==> src/rtl/rsq_pkg.sv <==
// Shared types for the reset sequencer.
// Assumes: nothing; pure type definitions.
package rsq_pkg;

    // Main sequencer states.
    typedef enum logic [1:0] {
        S_COLD      = 2'd0,   // waiting for a qualified power-on pulse
        S_WARM_HOLD = 2'd1,   // pin low after running, measuring width
        S_BLACKOUT  = 2'd2,   // released, access still blocked
        S_READY     = 2'd3    // memory access allowed
    } seq_state_e;

    // Configuration loader states.
    typedef enum logic [1:0] {
        L_IDLE = 2'd0,
        L_RUN  = 2'd1,
        L_DONE = 2'd2
    } ld_state_e;

    // Bit positions inside the synchronised input vector.
    localparam int SB_LV  = 0;
    localparam int SB_SUP = 1;
    localparam int SB_PIN = 2;
    localparam int SB_W   = 3;

endpackage

==> src/rtl/rsq_sync.sv <==
// Multi-bit, multi-stage input synchroniser with per-bit reset values.
// Assumes: each bit is independent; no coherency between bits required.
module rsq_sync #(
    parameter int            WIDTH   = 3,
    parameter int            STAGES  = 2,
    parameter logic [WIDTH-1:0] RST_VAL = '0
) (
    input  logic             clk,
    input  logic             rst_n,
    input  logic [WIDTH-1:0] d_i,
    output logic [WIDTH-1:0] q_o
);

    logic [WIDTH-1:0] stg_q [STAGES];

    // Shift the raw inputs through the flop chain.
    always_ff @(posedge clk) begin
        if (!rst_n) begin
            for (int i = 0; i < STAGES; i++) stg_q[i] <= RST_VAL;
        end else begin
            stg_q[0] <= d_i;
            for (int i = 1; i < STAGES; i++) stg_q[i] <= stg_q[i-1];
        end
    end

    assign q_o = stg_q[STAGES-1];

endmodule

==> src/rtl/rsq_cfg_loader.sv <==
// Configuration loader: on start, pulses a register clear and then
// steps an index through CFG_WORDS words, one per cycle.
// Assumes: start_i is level; flush_i aborts and forgets completion.
module rsq_cfg_loader
    import rsq_pkg::*;
#(
    parameter int CFG_WORDS = 16,
    localparam int IDX_W = $clog2(CFG_WORDS)
) (
    input  logic             clk,
    input  logic             rst_n,
    input  logic             start_i,
    input  logic             flush_i,
    output logic             load_en_o,
    output logic [IDX_W-1:0] load_idx_o,
    output logic             clr_o,
    output logic             done_o
);

    localparam logic [IDX_W-1:0] LAST_IDX = IDX_W'(CFG_WORDS - 1);

    ld_state_e        st_q;
    logic [IDX_W-1:0] idx_q;
    logic             clr_q;

    // Loader state, index and clear pulse.
    always_ff @(posedge clk) begin
        if (!rst_n) begin
            st_q  <= L_IDLE;
            idx_q <= '0;
            clr_q <= 1'b0;
        end else if (flush_i) begin
            st_q  <= L_IDLE;
            idx_q <= '0;
            clr_q <= 1'b0;
        end else begin
            clr_q <= 1'b0;
            case (st_q)
                L_IDLE: if (start_i) begin
                    st_q  <= L_RUN;
                    idx_q <= '0;
                    clr_q <= 1'b1;
                end
                L_RUN: begin
                    if (idx_q == LAST_IDX) st_q <= L_DONE;
                    else                   idx_q <= idx_q + 1'b1;
                end
                default: st_q <= L_DONE;
            endcase
        end
    end

    assign load_en_o  = (st_q == L_RUN);
    assign load_idx_o = idx_q;
    assign clr_o      = clr_q;
    assign done_o     = (st_q == L_DONE);

    // The index never leaves the configured range while loading.
    assert_idx_range_R4: assert property (@(posedge clk) disable iff (!rst_n)
        load_en_o |-> (32'(load_idx_o) < CFG_WORDS));

    // The clear pulse opens the sequence at index zero.
    assert_clear_first_R4: assert property (@(posedge clk) disable iff (!rst_n)
        clr_o |-> (load_en_o && load_idx_o == '0));

endmodule

==> src/rtl/rsq_ctrl.sv <==
// Reset sequencer control: measures pin-low width, qualifies cold and
// warm pulses against separate minima, runs the blackout window and
// keeps the sticky status flags.
// Assumes: pin_s and sup_s are already synchronised; WARM_MIN_CYC is not
// above COLD_MIN_CYC; a pulse arriving during blackout is not measured.
module rsq_ctrl
    import rsq_pkg::*;
#(
    parameter int COLD_MIN_CYC = 250000,
    parameter int WARM_MIN_CYC = 38,
    parameter int BLACKOUT_CYC = 30,
    localparam int CNT_W = $clog2(COLD_MIN_CYC + 1),
    localparam int BLK_W = $clog2(BLACKOUT_CYC + 1)
) (
    input  logic clk,
    input  logic rst_n,
    input  logic pin_s,
    input  logic sup_s,
    input  logic cfg_done_i,
    output logic cfg_start_o,
    output logic cfg_flush_o,
    output logic ready_o,
    output logic rd_array_o,
    output logic por_done_o,
    output logic last_warm_o
);

    localparam logic [CNT_W-1:0] COLD_LIM = CNT_W'(COLD_MIN_CYC);
    localparam logic [CNT_W-1:0] WARM_LIM = CNT_W'(WARM_MIN_CYC);
    localparam logic [BLK_W-1:0] BLK_END  = BLK_W'(BLACKOUT_CYC - 1);

    seq_state_e       state_q, state_d;
    logic [CNT_W-1:0] pcnt_q, pcnt_d, pcnt_inc;
    logic [BLK_W-1:0] bcnt_q, bcnt_d;
    logic             acc_cold, acc_warm;
    logic             por_q, lastw_q, rd_q;

    // Saturating increment of the pin-low width counter.
    always_comb pcnt_inc = (pcnt_q == COLD_LIM) ? pcnt_q : pcnt_q + 1'b1;

    // Next-state logic: pulse qualification and blackout timing.
    always_comb begin
        state_d  = state_q;
        pcnt_d   = pcnt_q;
        bcnt_d   = bcnt_q;
        acc_cold = 1'b0;
        acc_warm = 1'b0;
        if (!sup_s) begin
            state_d = S_COLD;
            pcnt_d  = '0;
            bcnt_d  = '0;
        end else begin
            case (state_q)
                S_COLD: begin
                    if (!pin_s) begin
                        pcnt_d = pcnt_inc;
                    end else begin
                        if (pcnt_q >= COLD_LIM && cfg_done_i) begin
                            state_d  = S_BLACKOUT;
                            bcnt_d   = '0;
                            acc_cold = 1'b1;
                        end
                        pcnt_d = '0;
                    end
                end
                S_WARM_HOLD: begin
                    if (!pin_s) begin
                        pcnt_d = pcnt_inc;
                    end else begin
                        if (pcnt_q >= WARM_LIM) begin
                            state_d  = S_BLACKOUT;
                            bcnt_d   = '0;
                            acc_warm = 1'b1;
                        end else begin
                            state_d = S_READY;
                        end
                        pcnt_d = '0;
                    end
                end
                S_BLACKOUT: begin
                    if (bcnt_q == BLK_END) state_d = S_READY;
                    else                   bcnt_d  = bcnt_q + 1'b1;
                end
                default: begin
                    if (!pin_s) begin
                        state_d = S_WARM_HOLD;
                        pcnt_d  = CNT_W'(1);
                    end
                end
            endcase
        end
    end

    // State and counter registers.
    always_ff @(posedge clk) begin
        if (!rst_n) begin
            state_q <= S_COLD;
            pcnt_q  <= '0;
            bcnt_q  <= '0;
        end else begin
            state_q <= state_d;
            pcnt_q  <= pcnt_d;
            bcnt_q  <= bcnt_d;
        end
    end

    // Sticky flags and read-array mode request.
    always_ff @(posedge clk) begin
        if (!rst_n) begin
            por_q   <= 1'b0;
            lastw_q <= 1'b0;
            rd_q    <= 1'b1;
        end else begin
            rd_q <= (state_d != S_READY);
            if (acc_cold) lastw_q <= 1'b0;
            if (acc_warm) lastw_q <= 1'b1;
            if (!sup_s)
                por_q <= 1'b0;
            else if (state_q == S_BLACKOUT && state_d == S_READY && !lastw_q)
                por_q <= 1'b1;
        end
    end

    assign ready_o     = (state_q == S_READY);
    assign rd_array_o  = rd_q;
    assign por_done_o  = por_q;
    assign last_warm_o = lastw_q;
    assign cfg_start_o = sup_s && (state_q == S_COLD);
    assign cfg_flush_o = !sup_s;

    // A cold release is taken only once configuration is loaded.
    assert_cfg_before_release_R4: assert property (@(posedge clk) disable iff (!rst_n)
        (state_q == S_BLACKOUT && $past(state_q) == S_COLD) |-> cfg_done_i);

    // Configuration stays valid throughout a warm reset.
    assert_valid_in_warm_R5: assert property (@(posedge clk) disable iff (!rst_n)
        (state_q == S_WARM_HOLD) |-> cfg_done_i);

    // Ready never comes straight out of the cold state.
    assert_ready_entry_R7: assert property (@(posedge clk) disable iff (!rst_n)
        $rose(ready_o) |-> ($past(state_q) != S_COLD));

    // The power-on flag is kept while the supply stays good.
    assert_por_sticky_R2: assert property (@(posedge clk) disable iff (!rst_n)
        (por_q && sup_s) |=> por_q);

    // Read-array mode is requested whenever access is blocked.
    assert_rd_array_R8: assert property (@(posedge clk) disable iff (!rst_n)
        !ready_o |-> rd_q);

endmodule

==> src/rtl/rsq_flash_gate.sv <==
// Flash strobe gating: select and write pass only when access is ready,
// and write is blocked by the raw or synchronised lockout flag.
// Assumes: lv_raw may be asynchronous; it only ever blocks.
module rsq_flash_gate (
    input  logic clk,
    input  logic rst_n,
    input  logic ready_i,
    input  logic lv_raw_i,
    input  logic lv_s_i,
    input  logic host_sel_i,
    input  logic host_wr_i,
    output logic flash_sel_o,
    output logic flash_wr_o
);

    // Combinational gating of the host strobes.
    always_comb begin
        flash_sel_o = host_sel_i && ready_i;
        flash_wr_o  = host_wr_i && ready_i && !lv_raw_i && !lv_s_i;
    end

    // No write strobe while the lockout flag is held.
    assert_lockout_R9: assert property (@(posedge clk) disable iff (!rst_n)
        ($past(lv_raw_i) && lv_raw_i) |-> !flash_wr_o);

    // No flash access while the sequencer blocks access.
    assert_no_access_R10: assert property (@(posedge clk) disable iff (!rst_n)
        !ready_i |-> (!flash_sel_o && !flash_wr_o));

endmodule

==> src/rtl/reset_sequencer.sv <==
// Top of the cold/warm reset sequencer: synchronises the asynchronous
// inputs, runs the control FSM and configuration loader, gates flash
// strobes.
// Assumes: COLD_MIN_CYC >= CFG_WORDS + 4; CFG_WORDS >= 2; BLACKOUT_CYC >= 1.
module reset_sequencer
    import rsq_pkg::*;
#(
    parameter int COLD_MIN_CYC = 250000,
    parameter int WARM_MIN_CYC = 38,
    parameter int BLACKOUT_CYC = 30,
    parameter int CFG_WORDS    = 16,
    parameter int SYNC_STAGES  = 2
) (
    input  logic                         clk,
    input  logic                         rst_n,
    input  logic                         ext_rst_n,
    input  logic                         supply_ok,
    input  logic                         low_volt,
    input  logic                         host_sel,
    input  logic                         host_wr,
    output logic                         access_ready,
    output logic                         flash_sel,
    output logic                         flash_wr,
    output logic                         flash_read_array,
    output logic                         cfg_load_en,
    output logic [$clog2(CFG_WORDS)-1:0] cfg_load_idx,
    output logic                         regs_clear,
    output logic                         logic_valid,
    output logic                         por_done,
    output logic                         last_warm
);

    localparam logic [SB_W-1:0] SYNC_RST = SB_W'(1 << SB_LV);

    logic [SB_W-1:0] raw_vec, syn_vec;
    logic            cfg_start, cfg_flush, cfg_done;

    // Bundle the asynchronous inputs for synchronisation.
    always_comb begin
        raw_vec          = '0;
        raw_vec[SB_PIN]  = ext_rst_n;
        raw_vec[SB_SUP]  = supply_ok;
        raw_vec[SB_LV]   = low_volt;
    end

    rsq_sync #(
        .WIDTH  (SB_W),
        .STAGES (SYNC_STAGES),
        .RST_VAL(SYNC_RST)
    ) u_sync (
        .clk  (clk),
        .rst_n(rst_n),
        .d_i  (raw_vec),
        .q_o  (syn_vec)
    );

    rsq_ctrl #(
        .COLD_MIN_CYC(COLD_MIN_CYC),
        .WARM_MIN_CYC(WARM_MIN_CYC),
        .BLACKOUT_CYC(BLACKOUT_CYC)
    ) u_ctrl (
        .clk        (clk),
        .rst_n      (rst_n),
        .pin_s      (syn_vec[SB_PIN]),
        .sup_s      (syn_vec[SB_SUP]),
        .cfg_done_i (cfg_done),
        .cfg_start_o(cfg_start),
        .cfg_flush_o(cfg_flush),
        .ready_o    (access_ready),
        .rd_array_o (flash_read_array),
        .por_done_o (por_done),
        .last_warm_o(last_warm)
    );

    rsq_cfg_loader #(
        .CFG_WORDS(CFG_WORDS)
    ) u_loader (
        .clk       (clk),
        .rst_n     (rst_n),
        .start_i   (cfg_start),
        .flush_i   (cfg_flush),
        .load_en_o (cfg_load_en),
        .load_idx_o(cfg_load_idx),
        .clr_o     (regs_clear),
        .done_o    (cfg_done)
    );

    rsq_flash_gate u_gate (
        .clk        (clk),
        .rst_n      (rst_n),
        .ready_i    (access_ready),
        .lv_raw_i   (low_volt),
        .lv_s_i     (syn_vec[SB_LV]),
        .host_sel_i (host_sel),
        .host_wr_i  (host_wr),
        .flash_sel_o(flash_sel),
        .flash_wr_o (flash_wr)
    );

    assign logic_valid = cfg_done;

    // Logic outputs are never valid while the supply is reported bad.
    assert_valid_needs_supply_R11: assert property (@(posedge clk) disable iff (!rst_n)
        ($past(!syn_vec[SB_SUP]) && !syn_vec[SB_SUP]) |-> !logic_valid);

endmodule

==> config.mk <==
export PLATFORM = sky130hd
export DESIGN_NAME = reset_sequencer
export DESIGN_NICKNAME = d
export VERILOG_FILES = /design/src/rtl/rsq_pkg.sv /design/src/rtl/rsq_sync.sv /design/src/rtl/rsq_cfg_loader.sv /design/src/rtl/rsq_ctrl.sv /design/src/rtl/rsq_flash_gate.sv /design/src/rtl/reset_sequencer.sv
export SDC_FILE = /design/constraint.sdc
export NUM_CORES = 1
export LEC_CHECK = 0
export BUFFER_PORTS_ARGS = -buffer_cell sky130_fd_sc_hd__buf_4
export CORE_MARGIN = 3
export CORE_UTILIZATION = 57
export DETAILED_ROUTE_END_ITERATION = 8
export GPL_TIMING_DRIVEN = 0
export PLACE_DENSITY = 0.78
export SLEW_MARGIN = 20
export SYNTH_ARGS = -nofsm -noshare
export SYNTH_HDL_FRONTEND = slang
export SYNTH_SLANG_ARGS = --single-unit
==> constraint.sdc <==
create_clock -name clk -period 2.88 [get_ports clk]
set_clock_uncertainty 0.2 [all_clocks]
set_input_delay 0.576 -clock clk [delete_from_list [all_inputs] [get_ports clk]]
set_output_delay 0.576 -clock clk [all_outputs]
set_load 0.1 [all_outputs]
==> metrics.md <==
| Metric | Value |
|---|---|
| Status | finished, final reports clean |
| Warnings, synthesis | 0 |
| 1st-pass router iterations | 4 |
| CP startpoint | u_ctrl.state_q[1] |
| Filler Cell Count | 260 |
| # Max-Cap Violations | 0 |
| Die Width | 64.0 µm |
| FF+latch count, synth | between 40 and 50 |
| Die height | 64.0 µm |
| Num rows | 20 |
| Final Net Count | 256 |
| Crit path required time | roughly 2.1 ns |
| Number of global-route vias before repair | 1480 |
| Clock Pin Slew Worst Setup and Hold Paths | 0.11 ns |
| Most area-consuming cells after synthesis | dfxtp_1 (43%), nor2_1 (7.1%), xor2_1 (6.4%), ha_1 (3.3%), and2_1 (2.9%) |
| Largest net degree at the start of global routing | 13 |
| Clk_lat worst skew | 0.35 ns |
| Drt via density | ~5.4 |
| Worst Max-Slew Pin Slew | 0.767 ns |
| Crit-path max FO | 10 |
| Max-slew violations | 0 |
| Hold_buf cts | 0 |
| WL final | approximately 3.8 mm |
| Cell taking the most area after synthesis | dfxtp_1 |
| Sequential area share after synthesis | 0.428 |
| Post-Syn Nets | 231 |
| Total track usage | 0.203 |
| Total CTS buffers | 5 |
| Post-CTS setup buffer count | 0 |
| RSZ-0062 raised after global routing | false |
| WP data arrival | about 1.8 ns |
| H-Tree Level Count | 2 |
| First-pass GRT wire length | 6.58 mm |
| Initial Util | 0.612 |
| Setup CP Type | register to primary output |
| # IOs | 20 |
| Synthesized area | 1920 µm² |
| Startpoint types | register |
| Worst R2R Path Depth | 7 |
| Post-synth cell types | 42 |
| Number of synthesized flops with an enable pin | 0 |
| PD cells | 406 nW/µm² |
| WHS Endpoint | u_sync.stg_q[0][0] |
| DR WL/cell | 13.0 µm |
| DRT iter0 DRCs | 138 |
| Register-to-register setup slack | between 0.5 and 0.6 ns |
| Hold path cells | 2 |
| Worst VDD drop | between 0.0003 and 0.0004 V |
| Layout cell share with drive strength beyond 1 | 0.151 |
| Number of gates resized after CTS | 0 |
| RR Endpoint | u_ctrl.bcnt_q[3] |
| Port Buffers | 18 |
| Commonest cells after routing, fill and taps aside | dfxtp_1 (41), nor2_1 (36), buf_4 (18) |
| Mapped Cells | 219 |
| Total power | 0.000878 W |
| Die area | 4090 µm² |
| Fin crit share | 0.891 |
| Final setup TNS | 0 ns |
| Via count | 1572 |
| Post-DP HPWL | 2.74 mm |
| Synthesized area per cell | a little under 9 µm² |
| Tmin final | 2.57 ns |
| Initial antenna violation count | 0 |
| Clock Root Buffer | clkbuf_4 |
| Most common cell after layout, fill and taps aside | dfxtp_1 |
| CP endpoint kind | primary output |
| Hold Crit Class | input port to register |
| Leakage | 0.796 nW |
| Core ar. | between 3000 and 4000 µm² |
| Longest Clk Path Bufs | 2 |
| Top cell type's share of synthesized area | 0.428 |
| DRT antenna net count | 0 |
| Ys async rst share | 0 |
| Prevailing post-synth register cell | dfxtp_1 |
| Rel. slew slack | 0.488 |
| Gr ovfl total | 0 |
| Final setup violating endpoints | 0 |
| # clock sinks | 41 |
| GPL Wtd Cong | 0.822 |
| CTS tree | done |
| Worst reg2reg path startpoint | u_ctrl.pcnt_q[0] |
| Final hold viol count | 0 |
| Antenna diode count | 0 |
| DRC Markers | 0 |
| HP Start | low_volt |
| Area added between synthesis and finish | 12.9% |
| Fmax | 0.390 GHz |
## critical path: stages (launching register included)
cell and delay (ns):
dfxtp_1 0.37, clkbuf_1 0.41, and2_1 0.21, and3_2 0.17
buf_4 0.28
## where the power goes
| group | leakage [nW] | switching (W) | total [W] | internal, W |
|---|---|---|---|---|
| Sequential | 0.332 | 0.00000301 | 0.000575 | 0.000572 |
| Combinational | 0.433 | 0.0000148 | 0.0000255 | 0.0000107 |
| Clock | 0.0320 | 0.000185 | 0.000278 | 0.0000931 |
| Total | 0.796 | 0.000203 | 0.000878 | 0.000675 |
## cell families after synthesis
kind of cell	Yosys count	synth area share
DFF	41	0.428
adders and majority gates	5	0.0327
and+or+nand+nor	111	0.309
buffers and inverters	15	0.0300
muxes	4	0.0216
xor gates and xnor gates	17	0.0777
AOI/OAI and AO/OA	26	0.101
## cell type report
class,instances,area [µm²],share of cell area
plain buffers,10,38.8,0.0179
clock buffers,6,41.3,0.0191
multi-input cells,163,1040,0.482
well taps,44,55.1,0.0254
clock inverters,2,10.0,0.00463
repair buffers,18,135,0.0625
inverters,5,18.8,0.00868
flip-flops and latches,41,821,0.379
## registers in the layout, indices dropped and copies added (netlist names)
register / cells
u_sync.stg_q: 6
u_ctrl.rd_array_o: 1
u_ctrl.state_q: 2
u_ctrl.last_warm_o: 1
u_loader.load_idx_o: 4
u_ctrl.pcnt_q: 18
u_loader.clr_o: 1
u_ctrl.por_done_o: 1
u_loader.st_q: 2
u_ctrl.bcnt_q: 5
## per-stage QoR
stage | hold slack, ns | utilization | worst slack [ns] | cell area (µm²) | cells
after floorplan | 0.186 | - | 0.0180 | 1920 | 219
after global placement | 0.188 | 0.675 | 0.553 | 2110 | 281
after detailed placement | 0.200 | 0.675 | 0.511 | 2110 | 281
after CTS | 0.214 | 0.692 | 0.309 | 2160 | 289
after global routing | 0.220 | 0.692 | 0.200 | 2160 | 289
final | 0.220 | 0.692 | 0.314 | 2160 | 289
## metal layers
layer  GRT usage  vias up  wire length (µm)
met5           0        -                 0
met4      0.0889        0                57
met3      0.0422        5                94
met2       0.324       15              1710
met1       0.263      734              1900
li1            -      818                 -
## synthesized netlist by cell type (all sizes together) (3+ instances only)
cell type / n
nand2b: 6
nand3: 8
xnor2: 3
nand4: 8
nor3: 11
mux2i: 3
inv: 5
dfxtp: 41
and3: 5
ha: 5
and4: 3
and2: 9
or4: 3
nor2: 36
nand2: 12
clkbuf: 8
xor2: 14
or3: 3
a31oi: 5
a21oi: 4
## worst max path at each step
stage               slack, ns  cells past startpoint               end
finish                   0.31                      4          flash_wr
global route             0.20                      4          flash_wr
CTS                      0.31                      4          flash_wr
detailed placement       0.51                      6  u_ctrl.pcnt_q[5]
global placement         0.55                      6  u_ctrl.pcnt_q[5]
floorplan                0.02                      3          flash_wr
No activity file was read; power rests on OpenSTA's default activity.
